### config.mk
export PLATFORM = sky130hd
export DESIGN_NAME = flash_prog_ctl
export DESIGN_NICKNAME = d
export VERILOG_FILES = /design/src/rtl/flash_prog_pkg.sv /design/src/rtl/flash_prog_seq.sv /design/src/rtl/flash_prog_regs.sv /design/src/rtl/flash_prog_ctl.sv
export SDC_FILE = /design/constraint.sdc
export NUM_CORES = 1
export LEC_CHECK = 0
export BUFFER_PORTS_ARGS = -buffer_cell sky130_fd_sc_hd__buf_4
export CAP_MARGIN = 40
export CORE_MARGIN = 5
export CORE_UTILIZATION = 25
export CTS_BUF_LIST = sky130_fd_sc_hd__clkbuf_16
export CTS_CLUSTER_DIAMETER = 150
export CTS_CLUSTER_SIZE = 28
export DETAILED_ROUTE_END_ITERATION = 8
export PLACE_DENSITY = 0.62
export SYNTH_ARGS = -nofsm -noshare
export SYNTH_HDL_FRONTEND = slang
export SYNTH_SLANG_ARGS = --single-unit
### constraint.sdc
create_clock -name clk -period 2 [get_ports clk]
set_input_delay 0.1 -clock clk [delete_from_list [all_inputs] [get_ports clk]]
set_output_delay 0.1 -clock clk [all_outputs]
set_load 0.01 [all_outputs]
### src/rtl/flash_prog_pkg.sv
package flash_prog_pkg;

  // command field positions inside bits 4:0 (decoded by the sequencer)
  localparam int CMD_EN = 0;
  localparam int CMD_ER = 1;
  localparam int CMD_WR = 2;
  localparam int CMD_LK = 3;
  localparam int CMD_RE = 4;
  localparam int CMD_W  = 5;

  typedef enum logic [2:0] {
    OP_IDLE,
    OP_REEN,
    OP_LOCK,
    OP_WRITE,
    OP_ERASE,
    OP_LOAD
  } opKind_t;

  // strobes from control to the register datapath
  typedef struct packed {
    logic wrIe;
    logic wrCmd;
    logic clearCmd;
    logic setBusy;
    logic clearBusy;
    logic captureLock;
  } regStrobes_t;

endpackage

### src/rtl/flash_prog_seq.sv
module flash_prog_seq
  import flash_prog_pkg::*;
#(
  parameter int ADDR_W      = 13,
  parameter int WIN_LEN     = 4,
  parameter int LOCK_RD_LEN = 3,
  parameter int RWW_WORDS   = 7168
) (
  input  logic              clk,
  input  logic              rstN,
  input  logic              regWrEn,
  input  logic              wrEnBit,
  input  logic              wrReenBit,
  input  logic              wrLockBit,
  input  logic              storeStrobe,
  input  logic [ADDR_W-1:0] storeAddr,
  input  logic              progMemRead,
  input  logic              flashDone,
  input  logic [CMD_W-1:0]  cmdBits,
  output regStrobes_t       strb,
  output logic              eraseStart,
  output logic              writeStart,
  output logic              lockStart,
  output logic              loadStart,
  output logic              loadAbort,
  output logic              lockReadHit,
  output logic              lockReadFuse
);

  localparam int CNT_W = $clog2(WIN_LEN + 1);
  localparam logic [CNT_W-1:0]  ARM_LOAD = CNT_W'(WIN_LEN);
  localparam logic [CNT_W-1:0]  ARM_LAST = CNT_W'(1);
  localparam logic [ADDR_W-1:0] RWW_LIM  = ADDR_W'(RWW_WORDS);

  logic [CNT_W-1:0] armCnt;
  logic opActive;
  logic loadPending;
  logic armed, wrOk, accept, expire, opDone, inRww;
  opKind_t kind;

  always_comb begin
    armed  = (armCnt != '0);
    wrOk   = regWrEn && !opActive;
    accept = armed && storeStrobe && !regWrEn;
    expire = armed && !storeStrobe && !regWrEn && (armCnt == ARM_LAST);
    opDone = opActive && flashDone;
    inRww  = (storeAddr < RWW_LIM);
    kind   = OP_IDLE;
    if (accept) begin
      if (cmdBits[CMD_RE])      kind = OP_REEN;
      else if (cmdBits[CMD_LK]) kind = OP_LOCK;
      else if (cmdBits[CMD_WR]) kind = OP_WRITE;
      else if (cmdBits[CMD_ER]) kind = OP_ERASE;
      else                      kind = OP_LOAD;
    end
  end

  always_comb begin
    strb.wrIe        = regWrEn;
    strb.wrCmd       = wrOk;
    strb.clearCmd    = !wrOk && (expire || opDone ||
                                 (kind == OP_REEN) || (kind == OP_LOAD));
    strb.setBusy     = ((kind == OP_ERASE) || (kind == OP_WRITE)) && inRww;
    strb.clearBusy   = (kind == OP_REEN) || (kind == OP_LOAD);
    strb.captureLock = (kind == OP_LOCK);
  end

  assign eraseStart = (kind == OP_ERASE);
  assign writeStart = (kind == OP_WRITE);
  assign lockStart  = (kind == OP_LOCK);
  assign loadStart  = (kind == OP_LOAD);
  assign loadAbort  = wrOk && wrReenBit && loadPending;

  always_ff @(posedge clk) begin
    if (!rstN) begin
      armCnt      <= '0;
      opActive    <= 1'b0;
      loadPending <= 1'b0;
    end else begin
      if (wrOk)                 armCnt <= wrEnBit ? ARM_LOAD : '0;
      else if (accept || expire) armCnt <= '0;
      else if (armed)           armCnt <= armCnt - 1'b1;

      if (eraseStart || writeStart || lockStart) opActive <= 1'b1;
      else if (opDone)                           opActive <= 1'b0;

      if (loadStart)                      loadPending <= 1'b1;
      else if (writeStart || loadAbort)   loadPending <= 1'b0;
    end
  end

  generate
    if (LOCK_RD_LEN > 0) begin : g_lockWin
      localparam int LW = $clog2(LOCK_RD_LEN + 1);
      logic [LW-1:0] lockRdCnt;
      always_ff @(posedge clk) begin
        if (!rstN)               lockRdCnt <= '0;
        else if (wrOk)           lockRdCnt <= (wrLockBit && wrEnBit) ? LW'(LOCK_RD_LEN) : '0;
        else if (lockRdCnt != '0) lockRdCnt <= lockRdCnt - 1'b1;
      end
      assign lockReadHit = progMemRead && (lockRdCnt != '0);
    end else begin : g_noLockWin
      assign lockReadHit = 1'b0;
    end
  endgenerate

  assign lockReadFuse = lockReadHit && storeAddr[0];

endmodule

### src/rtl/flash_prog_regs.sv
module flash_prog_regs
  import flash_prog_pkg::*;
#(
  parameter int LOCK_W = 8
) (
  input  logic              clk,
  input  logic              rstN,
  input  regStrobes_t       strb,
  input  logic              wrIeVal,
  input  logic [CMD_W-1:0]  wrCmdVal,
  input  logic [LOCK_W-1:0] lockIn,
  input  logic              globalIntEn,
  output logic [CMD_W-1:0]  cmdBits,
  output logic [7:0]        regRd,
  output logic [LOCK_W-1:0] lockBits,
  output logic              readyIrq,
  output logic              sectionBusy
);

  logic intEn;
  logic rwwBusy;

  always_ff @(posedge clk) begin
    if (!rstN) begin
      intEn    <= 1'b0;
      rwwBusy  <= 1'b0;
      cmdBits  <= '0;
      lockBits <= '0;
    end else begin
      if (strb.wrIe) intEn <= wrIeVal;

      if (strb.wrCmd)         cmdBits <= wrCmdVal[CMD_EN] ? wrCmdVal : '0;
      else if (strb.clearCmd) cmdBits <= '0;

      if (strb.setBusy)        rwwBusy <= 1'b1;
      else if (strb.clearBusy) rwwBusy <= 1'b0;

      if (strb.captureLock) lockBits <= lockIn;
    end
  end

  assign regRd       = {intEn, rwwBusy, 1'b0, cmdBits};
  assign readyIrq    = intEn && globalIntEn && !cmdBits[CMD_EN];
  assign sectionBusy = rwwBusy;

endmodule

### src/rtl/flash_prog_ctl.sv
module flash_prog_ctl
  import flash_prog_pkg::*;
#(
  parameter int ADDR_W      = 13,
  parameter int WIN_LEN     = 4,
  parameter int LOCK_RD_LEN = 3,
  parameter int RWW_WORDS   = 7168
) (
  input  logic              clk,
  input  logic              rstN,
  input  logic              globalIntEn,
  input  logic              regWrEn,
  input  logic [7:0]        regWrData,
  output logic [7:0]        regRdData,
  input  logic              storeStrobe,
  input  logic [ADDR_W-1:0] storeAddr,
  input  logic [7:0]        storeDataLo,
  input  logic [7:0]        storeDataHi,
  input  logic              progMemRead,
  input  logic              flashDone,
  output logic              readyIrq,
  output logic              sectionBusy,
  output logic              eraseStart,
  output logic              writeStart,
  output logic              lockStart,
  output logic              loadStart,
  output logic              loadAbort,
  output logic [7:0]        lockBits,
  output logic              lockReadHit,
  output logic              lockReadFuse
);

  regStrobes_t      strb;
  logic [CMD_W-1:0] cmdBits;
  logic             unusedIn;

  // high store byte and bits 6:5 of a CPU write carry no meaning here
  assign unusedIn = ^{regWrData[6:5], storeDataHi};

  flash_prog_seq #(
    .ADDR_W(ADDR_W), .WIN_LEN(WIN_LEN),
    .LOCK_RD_LEN(LOCK_RD_LEN), .RWW_WORDS(RWW_WORDS)
  ) u_seq (
    .clk(clk), .rstN(rstN), .regWrEn(regWrEn),
    .wrEnBit(regWrData[CMD_EN]), .wrReenBit(regWrData[CMD_RE]),
    .wrLockBit(regWrData[CMD_LK]),
    .storeStrobe(storeStrobe), .storeAddr(storeAddr),
    .progMemRead(progMemRead), .flashDone(flashDone),
    .cmdBits(cmdBits), .strb(strb),
    .eraseStart(eraseStart), .writeStart(writeStart),
    .lockStart(lockStart), .loadStart(loadStart), .loadAbort(loadAbort),
    .lockReadHit(lockReadHit), .lockReadFuse(lockReadFuse)
  );

  flash_prog_regs #(.LOCK_W(8)) u_regs (
    .clk(clk), .rstN(rstN), .strb(strb),
    .wrIeVal(regWrData[7]), .wrCmdVal(regWrData[CMD_W-1:0]),
    .lockIn(storeDataLo), .globalIntEn(globalIntEn),
    .cmdBits(cmdBits), .regRd(regRdData), .lockBits(lockBits),
    .readyIrq(readyIrq), .sectionBusy(sectionBusy)
  );

endmodule

# Word level (Yosys, flattened, before mapping)
# Index checks and enable logic that the tools add are counted.
word_totals:
  out_inout_bits: 25
  input_bits: 44
  reg_bits: 22
  elab_cells: 75
op_classes:
  n_mux: 21
  n_eq_ne: 6
  n_reduce_logical: 37
  n_addsub: 2
  order_cmp: 1
op_table:
  columns: ["cell", "n"]
  rows:
  - ["2-to-1 mux 3 bit", 8]
  - ["logical AND 1 bit", 16]
  - ["2-to-1 mux 5 bit", 3]
  - ["< comparator 13 bit, second input constant", 1]
  - ["nonzero test 2 bit", 6]
  - ["logical OR 1 bit", 8]
  - ["2-to-1 mux 1 bit", 7]
  - ["== test 3 x 1 -> 1 bit, second input constant", 2]
  - ["== test 3 x 2 -> 1 bit, second input constant", 2]
  - ["== test 3 bit, second input constant", 2]
  - ["2-to-1 mux 2 bit", 3]
  - ["nonzero test 3 bit", 2]
  - ["zero test 1 bit", 5]
  - ["subtractor 3 x 1 -> 3 bit, second input constant", 1]
  - ["subtractor 2 x 1 -> 2 bit, second input constant", 1]

# Logic depth before layout (Yosys ltp)
depth:
  ltp_word: 11
  ltp_mapped: 7
  depth_no_buf: 6

# Hierarchy
# From an unflattened synthesis, not the netlist that was laid out.
hier_totals:
  cells_unflattened: 140
  hier_area_um2: 1204.9
modules_own_cells:
  columns: ["mod", "area_per_inst_um2", "cells_per_inst", "seq_area_each_um2", "instances"]
  rows:
  - ["flash_prog_regs", 643.1, 66, 300.3, 1]
  - ["flash_prog_seq", 561.8, 74, 140.1, 1]

# Worst setup path before layout
# Ideal clock, no wire load.
synth_path:
  path_kind: "register -> output"
  from: "register u_seq.armCnt[0]"
  to: "output port eraseStart"
  t_arrival_ns: 1.604
  slack_ns: 0.296
  required_ns: 1.900
  stages_incl_launch_ff: 6
  path_buffers: 0
  path_cell_list: "dfxtp_1 inv_1 ha_1 nor2b_1 or4_4 nor3b_1"
synth_between:
  elab_chain_cells: 5
synth_rtl:
  columns: ["element", "line", "rtl"]
  rows:
  - ["start: declaration", "flash_prog_seq.sv:35", "logic [CNT_W-1:0] armCnt;"]
  - ["start signal: assignment", "flash_prog_seq.sv:80", "if (wrOk) armCnt <= wrEnBit ? ARM_LOAD : '0;"]
  - ["start signal: assignment", "flash_prog_seq.sv:82", "else if (armed) armCnt <= armCnt - 1'b1;"]
  - ["nonzero test 3 bit", "flash_prog_seq.sv:42", "armed = (armCnt != '0);"]
  - ["logical AND 1 bit (2 in a row)", "flash_prog_seq.sv:44", "accept = armed && storeStrobe && !regWrEn;"]
  - ["2-to-1 mux 3 bit", "flash_prog_seq.sv:49", "if (accept) begin"]
  - ["== test 3 bit", "flash_prog_seq.sv:68", "assign eraseStart = (kind == OP_ERASE);"]
  - ["end: declaration", "flash_prog_ctl.sv:23", "output logic eraseStart,"]
# Every way passes these cells.

# Worst setup path in the final report
# Same ends and word-level chain as after synthesis.

==> run_results.csv <==
group,metric,value,unit
worst_setup_path,crit_slowest_cell,"or4_4",
sta,finalCritPeriodShare,96.0,%
min_path,holdPathStages,2,
yosys,syn_nets,162,
sta,setup_viol,0,
worst_setup_path,cp-start-kind,"flop",
sta,drv_slew,0,
worst_setup_path,worstPathArrival,1820,ps
power,total_power,1090,uW
routing,routed_via_density,4.46,
routing,num_vias,955,
clock_network,cts.clk_slew.worst_paths,60,ps
worst_setup_path,worstRegToRegCells,7,
yosys,post_synth_num_cell_types,36,
clock_network,cts_buffer_depth,2,
worst_setup_path,max_stage_delay,510,ps
routing,wire_per_inst,12.8,um
yosys,synth-compound-area-share,11.4,%
yosys,synth-seq-area-share,40.6,%
routing,wirelength,2740,um
yosys,synth_ff_type,"dfxtp_1",
worst_setup_path,criticalPathCategory,"flop to output port",
clock_network,cts_root_buf,"clkbuf_16",
worst_setup_path,timing.critical_path.buf_inv,2,
die,core_area,0.00426,mm2
flow_run,drv_cap,0,
worst_setup_path,critical_path.top_delay_family,"simple AND/OR/NAND/NOR gates",
yosys,synth_top_family_by_area,"simple AND/OR/NAND/NOR gates",
sta,min_period,1920,ps
sta,hold_viol_final,0,
sta,slew_headroom,66.4,%
yosys,synth_top_area_share,40.6,%
power,p_per_area,683,mW/mm2
yosys,synth.area.mux_share,9.24,%
worst_setup_path,end_kind,"output port",
finish,drive_above_1_share,36.4,%
worst_setup_path,timing.rr.start,"u_seq.armCnt[0]$_SDFFE_PN0P_",
place,portBuffers,48,
routing,first_pass_iters,4,
finish,fin_nets,211,
worst_setup_path,crit_start,"u_seq.armCnt[0]$_SDFFE_PN0P_",
sta,rsz0062_at_grt,"no",
min_path,hold_path_class,"primary input to flop",
yosys,synthTopCellsByArea,"dfxtp_1 (41%), mux2i_1 (9.2%), nor2b_1 (8.7%)",
finish,num_antenna_cells,0,
worst_setup_path,critical_path_depth,6,
worst_setup_path,crit_chain,"inv_1 > ha_4 > nor2b_4 > or4_4 > nor3b_2 > buf_4",
routing,route.detailed.drc,0,
sta,tightestPinTransition,496,ps
global_routing,antenna_found_initial,0,
clock_network,cts_sinks,22,
clock_network,h-tree-depth,1,
place,dpl.hpwl,2100,um
yosys,synth_xor_area_share,1.62,%
worst_setup_path,required,1900,ps
clock_network,cts_tree,"yes",
global_routing,grt_pass1_wl,4080,um
power,peakVddDrop,0.235,mV
clock_network,cts-hold-fix-buffers,0,
global_routing,grt_max_degree,19,
die,start_util,25.4,%
routing,postRouteAntennaNets,0,
power,p_leak,0.000690,uW
min_path,hp-start,"regWrData[2]",
sta,fmax,0.521,GHz
run_status,status,"completed",
place,gp_congestion,0.761,
yosys,syn_inst,114,
die,die_area,0.00575,mm2
global_routing,grt_pass1_vias,863,
yosys,synth_top_area_cell,"dfxtp_1",
yosys,syn_area,0.00108,mm2
sta,skew,3.45,ps
yosys,async_reset_ff_share,0,%
die,core.rowCount,24,
clock_network,clock_latency,250,ps
die,pin_count,69,
yosys,syn_avg_cell_area,9.50,um2
global_routing,grt_overflow,0,
yosys,synth-edff-count,0,
yosys,ys_warn_count,0,
clock_network,postCtsSetupBuffers,0,
clock_network,cts_buffers,3,
yosys,ys_ff_latch,22,
yosys,synthSimpleGateAreaFrac,27.6,%
die,die_y,75.8,um
sta,tns,0,ps
global_routing,grt_use_total,9.62,%
finish,area_growth,47.1,%
worst_setup_path,critPathMaxFanout,5,
routing,drtIter0Drc,25,
yosys,synth_fa_ha_area_share,4.62,%
die,die_w,75.8,um
==> power by group <==
group	switching [uW]	total, uW	internal [uW]
sequential	15.3	471	456
combinational	86.1	190	104
clock	161	427	267
total	262	1090	827
==> final timing paths <==
path | to | slack, ps
hold / removal | u_regs.cmdBits[2]$_SDFFE_PN0P_ | 60
hold reg to reg | u_regs.sectionBusy$_SDFFE_PN0P_ | 480
setup reg to reg | u_regs.lockBits[5]$_SDFFE_PN0P_ | 340
setup / recovery | eraseStart | 80
==> stage by stage <==
step | cell area, um2 | setup WS, ps | instances | utilization (%) | hold WS [ps]
6_report | 1590 | 79.8 | 214 | 37.4 | 59.2
5_1_grt | 1590 | 3.20 | 214 | 37.4 | 57.6
4_1_cts | 1580 | 7.10 | 214 | 37.0 | 54.3
3_5_place_dp | 1490 | 187 | 210 | 34.9 | 319
3_3_place_gp | 1490 | 203 | 210 | 34.9 | 321
2_1_floorplan | 1080 | 296 | 114 | - | 226
==> repair_timing <==
action                     CTS  global route
hold endpoints to repair     0             0
setup endpoints to repair    2             2
gates resized for setup      3             3
pin swaps                    0             2
gates cloned                 0             0
==> layout by cell type (no fill, tap or decap), drive strengths merged <==
cell type	netlist	layout
a211oi	1	1
a21boi	2	2
a21o	1	1
a21oi	1	1
a22o	2	2
a2bb2oi	1	1
a31o	1	1
a32o	1	1
and2	3	3
and3	3	3
and3b	1	1
and4	1	1
buf	4	49
clkbuf	1	3
clkinv	0	1
conb	1	1
dfxtp	22	22
ha	4	4
inv	4	4
mux2i	10	10
nand2	5	5
nand2b	4	4
nand3	3	3
nor2	5	5
nor2b	15	15
nor3	4	4
nor3b	2	2
nor4	2	2
nor4b	1	1
o211ai	2	2
o21a	1	1
o21ai	1	1
o21bai	1	1
o311ai	1	1
or4	1	1
xnor2	2	2
==> kinds of logic after synthesis <==
group | after synthesis
simple gates | 50
fa+ha+maj | 4
xor+xnor | 2
buf+inv | 9
flops | 22
other cells | 1
mux | 10
compound gates | 16
==> sequential cells by signal, indices dropped and copies added, names as in the netlist <==
signal                     flops
u_regs.lockBits                8
u_regs.sectionBusy             1
u_seq.opActive                 1
u_seq.g_lockWin.lockRdCnt      2
u_seq.loadPending              1
u_regs.intEn                   1
u_regs.cmdBits                 5
u_seq.armCnt                   3
==> cells in the mapped netlist, drive strengths merged (2+ instances only) <==
cell type   n
and2        3
inv         4
nor3        4
mux2i      10
buf         4
nor4        2
a21boi      2
o211ai      2
dfxtp      22
xnor2       2
nand2b      4
ha          4
and3        3
nor2b      15
nand2       5
nor2        5
a22o        2
nand3       3
nor3b       2
==> final cells by class <==
| type | instances | area [um2] |
|---|---|---|
| fill | 450 | 2670 |
| multi-input combinational | 83 | 626 |
| sequential | 22 | 442 |
| timing repair buffer | 49 | 368 |
| clock buffer | 3 | 75.1 |
| tap | 52 | 65.1 |
| inverter | 4 | 15.0 |
| clock inverter | 1 | 3.75 |
==> metal layers <==
layer / global-route usage [%] / vias to the layer above / wire (um)
met3: 2.24 / 2 / 108
met1: 12.3 / 443 / 1200
met4: 4.66 / 0 / 34
met2: 15.2 / 16 / 1390
met5: 0 / - / 0
li1: - / 494 / -
Power figures use the tool's default switching activity.
